$ cat config.mk
export PLATFORM = sky130hd
export DESIGN_NAME = pgwalk
export DESIGN_NICKNAME = d
export VERILOG_FILES = /design/src/rtl/pgwalk.sv
export SDC_FILE = /design/constraint.sdc
export NUM_CORES = 1
export LEC_CHECK = 0
export BUFFER_PORTS_ARGS = -buffer_cell sky130_fd_sc_hd__buf_2
export CAP_MARGIN = 20
export CORE_AREA = 2 2 164 207
export CTS_BUF_LIST = sky130_fd_sc_hd__clkbuf_4 sky130_fd_sc_hd__clkbuf_8 sky130_fd_sc_hd__clkbuf_16
export DETAILED_ROUTE_END_ITERATION = 8
export DIE_AREA = 0 0 166 209
export MAX_ROUTING_LAYER = met4
export SLEW_MARGIN = 10
export SYNTH_ARGS = -nofsm -noshare
export SYNTH_HDL_FRONTEND = slang
export SYNTH_SLANG_ARGS = --single-unit
$ cat constraint.sdc
create_clock -name clk -period 3.4 [get_ports clk]
set_clock_uncertainty 0.05 [all_clocks]
set_input_delay 0.17 -clock clk [delete_from_list [all_inputs] [get_ports clk]]
set_output_delay 0.17 -clock clk [all_outputs]
set_load 0.01 [all_outputs]
$ cat src/rtl/pgwalk.sv
module pgwalk #(
  parameter int          AW        = 32,
  parameter logic [31:0] ALLOW_MAP = 32'hD0DDD0FF
) (
  input  logic          clk,
  input  logic          rst_n,
  input  logic          req_valid,
  output logic          req_ready,
  input  logic [AW-1:0] req_laddr,
  input  logic          req_write,
  input  logic          req_user,
  input  logic          xlate_en,
  input  logic [AW-1:0] dir_base,
  input  logic          wp_en,
  output logic          resp_valid,
  output logic          resp_fault,
  output logic [2:0]    resp_err,
  output logic [AW-1:0] resp_paddr,
  output logic [AW-1:0] fault_addr,
  output logic          mem_valid,
  input  logic          mem_ready,
  output logic          mem_write,
  output logic [AW-1:0] mem_addr,
  output logic [AW-1:0] mem_wdata,
  input  logic [AW-1:0] mem_rdata
);
  localparam int PB = 0;
  localparam int WB = 1;
  localparam int UB = 2;
  localparam int AB = 5;
  localparam int DB = 6;
  localparam int OFS = 12;
  localparam int IXW = 10;
  localparam logic [AW-1:0] A_MASK = AW'(1) << AB;

  typedef enum logic [2:0] {
    S_IDLE, S_RD_DIR, S_WB_DIR, S_RD_TBL, S_WB_TBL, S_CHECK, S_WB_DIRTY, S_RESP
  } st_t;

  st_t           st;
  logic [AW-1:0] la_q, base_q, dir_q, tbl_q;
  logic          wr_q, us_q, wp_q;
  logic          done;
  logic [4:0]    perm_idx;
  logic          allow;
  logic          dir_phase;

  assign req_ready = (st == S_IDLE);
  assign mem_valid = (st == S_RD_DIR) || (st == S_WB_DIR) || (st == S_RD_TBL) ||
                     (st == S_WB_TBL) || (st == S_WB_DIRTY);
  assign mem_write = (st == S_WB_DIR) || (st == S_WB_TBL) || (st == S_WB_DIRTY);
  assign dir_phase = (st == S_RD_DIR) || (st == S_WB_DIR);
  assign mem_addr  = dir_phase
                   ? base_q + {{(AW-IXW-2){1'b0}}, la_q[AW-1 -: IXW], 2'b00}
                   : {dir_q[AW-1:OFS], la_q[OFS+IXW-1:OFS], 2'b00};
  assign mem_wdata = dir_phase ? dir_q : tbl_q;
  assign done      = mem_valid && mem_ready;
  assign perm_idx  = {wp_q, us_q, dir_q[UB] & tbl_q[UB], dir_q[WB] & tbl_q[WB], wr_q};
  assign allow     = ALLOW_MAP[perm_idx];

  always_ff @(posedge clk or negedge rst_n) begin
    if (!rst_n) begin
      st         <= S_IDLE;
      la_q       <= '0;
      base_q     <= '0;
      dir_q      <= '0;
      tbl_q      <= '0;
      wr_q       <= 1'b0;
      us_q       <= 1'b0;
      wp_q       <= 1'b0;
      resp_valid <= 1'b0;
      resp_fault <= 1'b0;
      resp_err   <= '0;
      resp_paddr <= '0;
      fault_addr <= '0;
    end else begin
      resp_valid <= 1'b0;
      case (st)
        S_IDLE: if (req_valid) begin
          la_q   <= req_laddr;
          wr_q   <= req_write;
          us_q   <= req_user;
          wp_q   <= wp_en;
          base_q <= dir_base;
          if (!xlate_en) begin
            resp_valid <= 1'b1;
            resp_fault <= 1'b0;
            resp_err   <= '0;
            resp_paddr <= req_laddr;
            st         <= S_RESP;
          end else begin
            st <= S_RD_DIR;
          end
        end
        S_RD_DIR: if (done) begin
          dir_q <= mem_rdata | A_MASK;
          if (!mem_rdata[PB]) begin
            resp_valid <= 1'b1;
            resp_fault <= 1'b1;
            resp_err   <= {us_q, wr_q, 1'b0};
            resp_paddr <= '0;
            fault_addr <= la_q;
            st         <= S_RESP;
          end else if (!mem_rdata[AB]) begin
            st <= S_WB_DIR;
          end else begin
            st <= S_RD_TBL;
          end
        end
        S_WB_DIR: if (done) st <= S_RD_TBL;
        S_RD_TBL: if (done) begin
          tbl_q <= mem_rdata | A_MASK;
          if (!mem_rdata[PB]) begin
            resp_valid <= 1'b1;
            resp_fault <= 1'b1;
            resp_err   <= {us_q, wr_q, 1'b0};
            resp_paddr <= '0;
            fault_addr <= la_q;
            st         <= S_RESP;
          end else if (!mem_rdata[AB]) begin
            st <= S_WB_TBL;
          end else begin
            st <= S_CHECK;
          end
        end
        S_WB_TBL: if (done) st <= S_CHECK;
        S_CHECK: begin
          if (!allow) begin
            resp_valid <= 1'b1;
            resp_fault <= 1'b1;
            resp_err   <= {us_q, wr_q, 1'b1};
            resp_paddr <= '0;
            fault_addr <= la_q;
            st         <= S_RESP;
          end else if (wr_q && !tbl_q[DB]) begin
            tbl_q[DB] <= 1'b1;
            st        <= S_WB_DIRTY;
          end else begin
            resp_valid <= 1'b1;
            resp_fault <= 1'b0;
            resp_err   <= '0;
            resp_paddr <= {tbl_q[AW-1:OFS], la_q[OFS-1:0]};
            st         <= S_RESP;
          end
        end
        S_WB_DIRTY: if (done) begin
          resp_valid <= 1'b1;
          resp_fault <= 1'b0;
          resp_err   <= '0;
          resp_paddr <= {tbl_q[AW-1:OFS], la_q[OFS-1:0]};
          st         <= S_RESP;
        end
        default: st <= S_IDLE;
      endcase
    end
  end

  a_r1_bypass: assert property (@(posedge clk) disable iff (!rst_n)
    (req_ready && req_valid && !xlate_en) |=>
      (resp_valid && !resp_fault && resp_paddr == $past(req_laddr)));

  a_r2_hold_request: assert property (@(posedge clk) disable iff (!rst_n)
    (mem_valid && !mem_ready) |=> (mem_valid && $stable(mem_addr) && $stable(mem_write)));

  a_r4_writeback_accessed: assert property (@(posedge clk) disable iff (!rst_n)
    (mem_valid && mem_write) |-> mem_wdata[AB]);

  a_r10_dirty_on_write: assert property (@(posedge clk) disable iff (!rst_n)
    (st == S_WB_DIRTY) |-> (wr_q && mem_wdata[DB] && mem_write));

  a_r9_fault_record: assert property (@(posedge clk) disable iff (!rst_n)
    (resp_valid && resp_fault) |-> (fault_addr == la_q && resp_err[1] == wr_q && resp_err[2] == us_q));
endmodule

==> PnR_summary.wiki, run 1 <==
{| class="wikitable"
! Metric !! Value
|-
| Unrepaired setup endpoints after global routing || no
|-
| Number of instances in the synthesized netlist || between 800 and 900
|-
| Area Overhead vs Synth || 37.7%
|-
| Clock network latency to the later pin of the worst-skew pair || 0.53 ns
|-
| Setup Viol. Count Final || 0
|-
| # IOs || between 200 and 250
|-
| Share of the cycle needed by the critical path after routing || 96.4%
|-
| Final antenna-violating net count || 0
|-
| Core area || 32900 um^2
|-
| Effective utilization at floorplan || between 20% and 30%
|-
| Crit path max fanout || 6
|-
| Worst reg2reg setup slack || 0.76 ns
|-
| Proportion of register bits with asynchronous set or reset after synthesis || 100%
|-
| Number of buffers created by CTS || 24
|-
| Residual overflow from global routing || 0
|-
| Final Instance Area || roughly 13000 um^2
|-
| Fraction of layout instances using a drive strength above 1 || 39.4%
|-
| Dominant combinational cell family by area after synthesis || multiplexers
|-
| Synthesized-area fraction occupied by ao, oa, aoi and oai cells || about 10%
|-
| Number of global-route vias before repair || about 8100
|-
| Clock slew at reported path FFs || 0.06 ns
|-
| Worst slew pin tran || ~0.9 ns
|-
| Sequential fraction of the synthesis area || a little over half
|-
| Startpoint of the worst register-to-register path || st[1]
|-
| Leading cell types by total area after synthesis || sky130_fd_sc_hd__dfrtp_1 52%, sky130_fd_sc_hd__mux2_2 15%, sky130_fd_sc_hd__nand2_1 7.2%, sky130_fd_sc_hd__mux2_4 4.5%, sky130_fd_sc_hd__o21ai_0 3.5%
|-
| Number of H-tree levels || 1
|-
| HP Start || mem_rdata[5]
|-
| Number of remaining DRC errors || 0
|-
| Via count || just under 8000
|-
| Worst relative slew slack || 38.6%
|-
| Horiz. Die Dim || between 150 and 200 um
|-
| Synth top area share || 52.3%
|-
| Hold Path Class || in -> reg
|-
| Outcome || completed
|-
| Net count of the mapped netlist || roughly 1000
|-
| Static Leak || 6.36 nW
|-
| Nets || ~1300
|-
| Maximum clock insertion buffer count || 3
|-
| Site Rows || 75
|-
| Global-route wire length before repair || approximately 48 mm
|-
| Worst EP required || around 3.2 ns
|-
| Proportion of synthesized area in mux cells || between 10% and 20%
|-
| Fin. Hold Viols || 0
|-
| Gp weighted congestion || around 0.82
|-
| Peak supply drop || just under 0.0005 V
|-
| Average wire per standard cell || ~19 um
|-
| Critical path arrival || 3.06 ns
|-
| Largest net degree at the start of global routing || 94
|-
| CP endpoint kind || primary output
|-
| Aggregate global-route resource usage || 18.2%
|-
| Netlist area before placement || between 9000 and 10000 um^2
|-
| Final wirelength || 31.3 mm
|-
| DIE AREA || about 35000 um^2
|-
| Maxcap violations || 0
|-
| Leading area contributor after synthesis || sky130_fd_sc_hd__dfrtp_1
|-
| Sum Neg Setup Slack || 0 ns
|-
| R2r worst-path depth || 7
|-
| Post-Syn Area per Cell || approximately 11 um^2
|-
| Via-to-Cell Ratio || ~4.8
|-
| Area share of xor/xnor cells in the synthesized design || under 10%
|-
| Area share of and/or/nand/nor cells after synthesis || 11.0%
|-
| Detailed-placement wirelength estimate || between 20 and 25 mm
|-
| Power density cells || 1060 nW/um^2
|-
| IO Port Bufs || approximately 240
|-
| Final cell utilization of the core || 40.6%
|-
| Number of antenna violations at the first check in global routing || 1
|-
| Startpoint type of the worst setup path || flip-flop
|-
| Area share of fa/ha/maj cells after synthesis || 1.49%
|-
| Most used flip-flop cell after synthesis || sky130_fd_sc_hd__dfrtp_1
|-
| Die outline height || between 200 and 250 um
|-
| Number of flops mapped to enable cells by yosys || 0
|-
| Clock period minus final worst setup slack || ~3.3 ns
|-
| Number of synthesized register bits || between 200 and 250
|-
| Maximum clock frequency || ~310 MHz
|-
| Total clock sinks || 203
|-
| TritonCTS clock tree || done
|-
| First-iteration detailed-routing DRC count || approximately 460
|-
| Dpl cell area || between 10000 and 15000 um^2
|-
| Synth warn || 0
|-
| Worst Path Class, Setup || reg -> out
|-
| First drt pass iteration count || 5
|-
| Buffers inserted by post-CTS timing repair || 0
|-
| Sink of the worst hold path || st[0]
|-
| Cell variety after synth || 54
|-
| Max Transition Viols Final || 0
|-
| R2R Path End || fault_addr[0]
|-
| Clk Tree Root Cell || sky130_fd_sc_hd__clkbuf_16
|-
| Number of stages on the worst hold path || 4
|}
==> registers in the layout (all words and copies together), names as in the netlist <==
name,cells
dir_q,32
wr_q,1
st,3
resp_valid,1
resp_err,3
base_q,32
fault_addr,32
resp_fault,1
la_q,32
tbl_q,32
wp_q,1
us_q,1
resp_paddr,32
==> logic make-up (layout without fill, tap and decap cells) <==
group / Yosys count / in the layout
muxes: 158 / 158
other: 0 / 1
adders and majority gates: 11 / 11
buffers and inverters: 64 / 415
AOI/OAI and AO/OA: 160 / 160
DFF: 203 / 203
and+or+nand+nor: 250 / 250
xor gates and xnor gates: 25 / 25
==> routing by layer <==
layer	GRT usage [%]	vias up	routed length (um)
met5	-	-	0
met3	2.41	60	1330
met4	7.02	0	1150
li1	-	3739	-
met2	30.1	228	15200
met1	22.7	3902	13700
==> power breakdown <==
group	internal (W)	switching, W	leakage [nW]
registers	0.00359	0.00104	2.49
clock network	0.00174	0.00104	0.431
logic	0.00309	0.00371	3.44
==> layout by cell type, fill, tap and decap left out, types with 4 or more instances in the layout <==
cell,netlist,layout
sky130_fd_sc_hd__mux2_4,29,29
sky130_fd_sc_hd__buf_12,0,4
sky130_fd_sc_hd__inv_1,9,9
sky130_fd_sc_hd__ha_1,10,10
sky130_fd_sc_hd__a22oi_1,34,33
sky130_fd_sc_hd__mux2_2,128,128
sky130_fd_sc_hd__and4_1,4,4
sky130_fd_sc_hd__nand4_1,6,6
sky130_fd_sc_hd__a211oi_1,4,4
sky130_fd_sc_hd__a21o_1,7,6
sky130_fd_sc_hd__nand2_1,187,187
sky130_fd_sc_hd__nor2_1,13,13
sky130_fd_sc_hd__buf_4,2,18
sky130_fd_sc_hd__dlygate4sd3_1,0,101
sky130_fd_sc_hd__o21ai_0,67,63
sky130_fd_sc_hd__dfrtp_1,203,203
sky130_fd_sc_hd__xor2_1,7,6
sky130_fd_sc_hd__o21ai_1,3,7
sky130_fd_sc_hd__a21oi_1,19,17
sky130_fd_sc_hd__nor3_1,6,6
sky130_fd_sc_hd__buf_2,16,238
sky130_fd_sc_hd__clkbuf_8,0,7
sky130_fd_sc_hd__nor4_1,4,4
sky130_fd_sc_hd__clkbuf_16,0,25
sky130_fd_sc_hd__xnor2_1,18,17
sky130_fd_sc_hd__nand3_1,10,10
==> timing repair <==
item / in CTS / in global routing
hold endpoints to repair: 254 / 0
hold buffers: 101 / 0
resized for setup: 4 / 8
setup endpoints to repair: 7 / 16
pin swaps: 0 / 2
==> synthesized netlist by cell type (4+ instances only) <==
master	instances
sky130_fd_sc_hd__a211oi_1	4
sky130_fd_sc_hd__a21o_1	7
sky130_fd_sc_hd__a21oi_1	19
sky130_fd_sc_hd__a22oi_1	34
sky130_fd_sc_hd__and2_1	4
sky130_fd_sc_hd__and4_1	4
sky130_fd_sc_hd__buf_2	16
sky130_fd_sc_hd__buf_6	4
sky130_fd_sc_hd__clkbuf_1	29
sky130_fd_sc_hd__dfrtp_1	203
sky130_fd_sc_hd__ha_1	10
sky130_fd_sc_hd__inv_1	9
sky130_fd_sc_hd__mux2_2	128
sky130_fd_sc_hd__mux2_4	29
sky130_fd_sc_hd__nand2_1	187
sky130_fd_sc_hd__nand3_1	10
sky130_fd_sc_hd__nand4_1	6
sky130_fd_sc_hd__nor2_1	13
sky130_fd_sc_hd__nor3_1	6
sky130_fd_sc_hd__nor4_1	4
sky130_fd_sc_hd__o21ai_0	67
sky130_fd_sc_hd__xnor2_1	18
sky130_fd_sc_hd__xor2_1	7
==> worst max-delay path by stage <==
stage / from / cells after the start / end / slack, ns
after floorplan: la_q[22] / 8 / mem_addr[20] / 0.70
after global placement: la_q[22] / 10 / mem_addr[14] / 0.46
after detailed placement: la_q[22] / 10 / mem_addr[14] / 0.42
after CTS: la_q[22] / 10 / mem_addr[24] / 0.01
after global routing: la_q[22] / 10 / mem_addr[30] / 0.0003
final: la_q[27] / 9 / mem_addr[22] / 0.12
==> worst max-delay path, stage by stage, from the launching register on <==
cell and delay [ns]:
sky130_fd_sc_hd__dfrtp_1 0.40, sky130_fd_sc_hd__ha_1 0.43, sky130_fd_sc_hd__and3_1 0.28, sky130_fd_sc_hd__a221oi_4 0.11, sky130_fd_sc_hd__o21ai_2 0.17, sky130_fd_sc_hd__a21oi_1 0.09
sky130_fd_sc_hd__buf_4 0.18, sky130_fd_sc_hd__or4_1 0.50, sky130_fd_sc_hd__a31oi_1 0.21, sky130_fd_sc_hd__buf_2 0.16
==> area by class of cell <==
class / instances / area [um^2]
Inverter: 10 / 42.5
Multi-Input combinational cell: 604 / 4420
Timing Repair Buffer: 362 / 2430
Sequential cell: 203 / 5080
Tap cell: 423 / 529
Clock inverter: 8 / 121
Fill cell: 3136 / 19600
Antenna cell: 1 / 2.50
Clock buffer: 35 / 744
==> metrics by stage <==
| step | hold slack, ns | total power (W) | setup slack (ns) | cells |
|---|---|---|---|---|
| after detailed placement | 0.198 | 0.0113 | 0.423 | 1501 |
| after floorplan | -0.176 | 0.00859 | 0.703 | 871 |
| after global routing | 0.0550 | 0.0152 | 0.000338 | 1646 |
| final | 0.0258 | 0.0142 | 0.122 | 1646 |
| after global placement | 0.200 | 0.0112 | 0.461 | 1501 |
| after CTS | 0.00559 | 0.0143 | 0.0108 | 1645 |
Note: power is estimated with default switching activity, not from simulation.
==> run 2, diff against run 1 <==
CORE_AREA = 2 2 123 155   (was 2 2 164 207)
DIE_AREA = 0 0 125 157   (was 0 0 166 209)
PLACE_DENSITY = 0.8   (was not set)
==> PnR_summary.wiki, run 2 (same netlist as run 1, synthesis figures left out) <==
{| class="wikitable"
! Metric !! Value
|-
| Outcome || completed
|-
| Horiz. Die Dim || roughly 130 um
|-
| Max Transition Viols Final || 0
|-
| Aggregate global-route resource usage || 29.2%
|-
| Number of H-tree levels || 1
|-
| Startpoint of the worst register-to-register path || st[1]
|-
| Sum Neg Setup Slack || 0 ns
|-
| IO Port Bufs || roughly 240
|-
| R2r worst-path depth || 7
|-
| CP endpoint kind || primary output
|-
| Worst slew pin tran || about 0.9 ns
|-
| Crit-path cells || ha_1 -> nand2_1 -> nor3_1 -> o21ai_2 -> a2111oi_0 -> xnor2_1 -> o21ai_1 -> buf_2
|-
| Worst EP required || roughly 3.2 ns
|-
| Area Overhead vs Synth || 32.5%
|-
| Detailed-placement wirelength estimate || approximately 19 mm
|-
| Static Leak || 6.23 nW
|-
| Average wire per standard cell || between 15 and 20 um
|-
| First drt pass iteration count || 5
|-
| Share of the cycle needed by the critical path after routing || about 96%
|-
| Clock period minus final worst setup slack || 3.25 ns
|-
| Number of remaining DRC errors || 0
|-
| Final wirelength || about 28 mm
|-
| Fraction of layout instances using a drive strength above 1 || approximately two fifths
|-
| Peak supply drop || 0.000659 V
|-
| Startpoint type of the worst setup path || flip-flop
|-
| Number of global-route vias before repair || approximately 8300
|-
| Maximum cell stage delay along the critical path || 0.56 ns
|-
| Global-route wire length before repair || roughly 44 mm
|-
| Top library cells by usage in the layout, fill and taps aside || 238 x sky130_fd_sc_hd__buf_2, 203 x sky130_fd_sc_hd__dfrtp_1, 187 x sky130_fd_sc_hd__nand2_1
|-
| Clock network latency to the later pin of the worst-skew pair || a little under 0.5 ns
|-
| Setup Viol. Count Final || 0
|-
| Most common library cell in the layout ignoring fill and taps || sky130_fd_sc_hd__buf_2
|-
| Die outline height || ~160 um
|-
| Number of antenna violations at the first check in global routing || 1
|-
| Beginning of the critical path || la_q[29]
|-
| Maximum clock insertion buffer count || 3
|-
| Fin. Hold Viols || 0
|-
| Slowest library cell on the worst path || sky130_fd_sc_hd__a2111oi_0
|-
| Via-to-Cell Ratio || 5.63
|-
| DIE AREA || just under 20000 um^2
|-
| Residual overflow from global routing || 0
|-
| Site Rows || 55
|-
| Power density cells || about 1100 nW/um^2
|-
| Category of cells accounting for the largest share of critical-path delay || compound AO/OA/AOI/OAI gates
|-
| Unrepaired setup endpoints after global routing || no
|-
| Largest net degree at the start of global routing || 95
|-
| Final worst-path setup slack || between 0.15 and 0.2 ns
|-
| Final cell count without fillers || 1437
|-
| Total clock sinks || just over 200
|-
| Critical path arrival || ~3.0 ns
|-
| Worst reg2reg setup slack || around 0.78 ns
|-
| R2R Path End || fault_addr[1]
|-
| Nets || 1313
|-
| Dpl cell area || between 10000 and 15000 um^2
|-
| Effective utilization at floorplan || between 50% and 60%
|-
| Clock slew at reported path FFs || approximately 0.070 ns
|-
| Filler Cells Inserted || between 1000 and 1500
|-
| Worst Path Class, Setup || reg -> out
|-
| Crit path max fanout || 9
|-
| Gp weighted congestion || between 0.8 and 0.9
|-
| TritonCTS clock tree || done
|-
| Clk Tree Root Cell || sky130_fd_sc_hd__clkbuf_16
|-
| Crit path depth || 8
|-
| Via count || 8088
|-
| Number of buffer and inverter instances along the worst setup path || 1
|-
| Final antenna-violating net count || 0
|-
| Count of placed standard cells including taps || ~1300
|-
| Maxcap violations || 0
|-
| Hold Path Class || in -> reg
|-
| Number of buffers created by CTS || 21
|-
| Core area || roughly 18000 um^2
|-
| First-iteration detailed-routing DRC count || 565
|-
| Post-place setup slack || ~0.35 ns
|-
| Maximum clock frequency || 308 MHz
|-
| Worst relative slew slack || 40.9%
|-
| Buffers inserted by post-CTS timing repair || 0
|-
| Final Instance Area || roughly 13000 um^2
|-
| Capture point of the critical path || mem_addr[25]
|-
| # IOs || 240
|}
## run 2: cell types whose count changed in the layout (fill, tap and decap cells not counted), sizes merged
cell	before	now
inv	9	10
clkinv	5	4
bufinv	3	1
clkbuf	35	27
clkinvlp	1	2
buf	261	256
## run 2: routing by layer
metal | global-route usage [%] | up-vias | share of wire, %
met5 | - | - | 0
met4 | 13.2 | 0 | 4.5
met3 | 3.26 | 77 | 5.0
met2 | 47.0 | 322 | 48
met1 | 37.9 | 3972 | 42
li1 | - | 3717 | -
## run 2: power breakdown
part	leakage [nW]	internal [W]	total [W]	switching [W]
combinational	3.42	0.00304	0.00674	0.00370
clock	0.323	0.00130	0.00224	0.000942
sequential	2.49	0.00358	0.00460	0.00102
## run 2: what timing repair did
item                       CTS  global route
hold endpoints to repair   243             0
hold buffers               101             0
gates resized for setup      2             7
setup endpoints to repair    3            11
## run 2: worst reg2reg max path: stages (launching register included)
cell and delay [ns]:
sky130_fd_sc_hd__dfrtp_1 0.69, sky130_fd_sc_hd__and2b_1 0.28, sky130_fd_sc_hd__nand2_1 0.15, sky130_fd_sc_hd__a41o_1 0.14, sky130_fd_sc_hd__and3_2 0.22, sky130_fd_sc_hd__clkinv_4 0.08, sky130_fd_sc_hd__nand2_4 0.49, sky130_fd_sc_hd__mux2_2 0.42
## run 2: how the worst min path moves through the flow
stage,from,end,slack (ns),cells after the start
after floorplan,rst_n,base_q[0],-0.18,0
after global routing,mem_rdata[5],st[0],0.11,4
after global placement,rst_n,tbl_q[3],0.24,1
after detailed placement,rst_n,tbl_q[3],0.24,1
after CTS,mem_rdata[5],st[0],0.04,4
final,mem_rdata[5],st[0],0.05,4
## run 2: cell type report
class	instances	area (um^2)	share of cell area, %
sequential	203	5080	39.5
multi-input combinational	604	4400	34.2
timing repair buffer	358	2400	18.7
clock buffer	26	588	4.57
tap	228	285	2.22
clock inverter	7	68.8	0.535
inverter	10	42.5	0.331
antenna	1	2.50	0.0194
## run 2: per-stage QoR
step	power, W	utilization, %	hold slack, ns
2_1_floorplan	0.00859	-	-0.176
3_3_place_gp	0.0108	61.9	0.242
3_5_place_dp	0.0111	61.9	0.245
4_1_cts	0.0135	71.2	0.0389
5_1_grt	0.0144	71.4	0.115
6_report	0.0136	71.4	0.0480
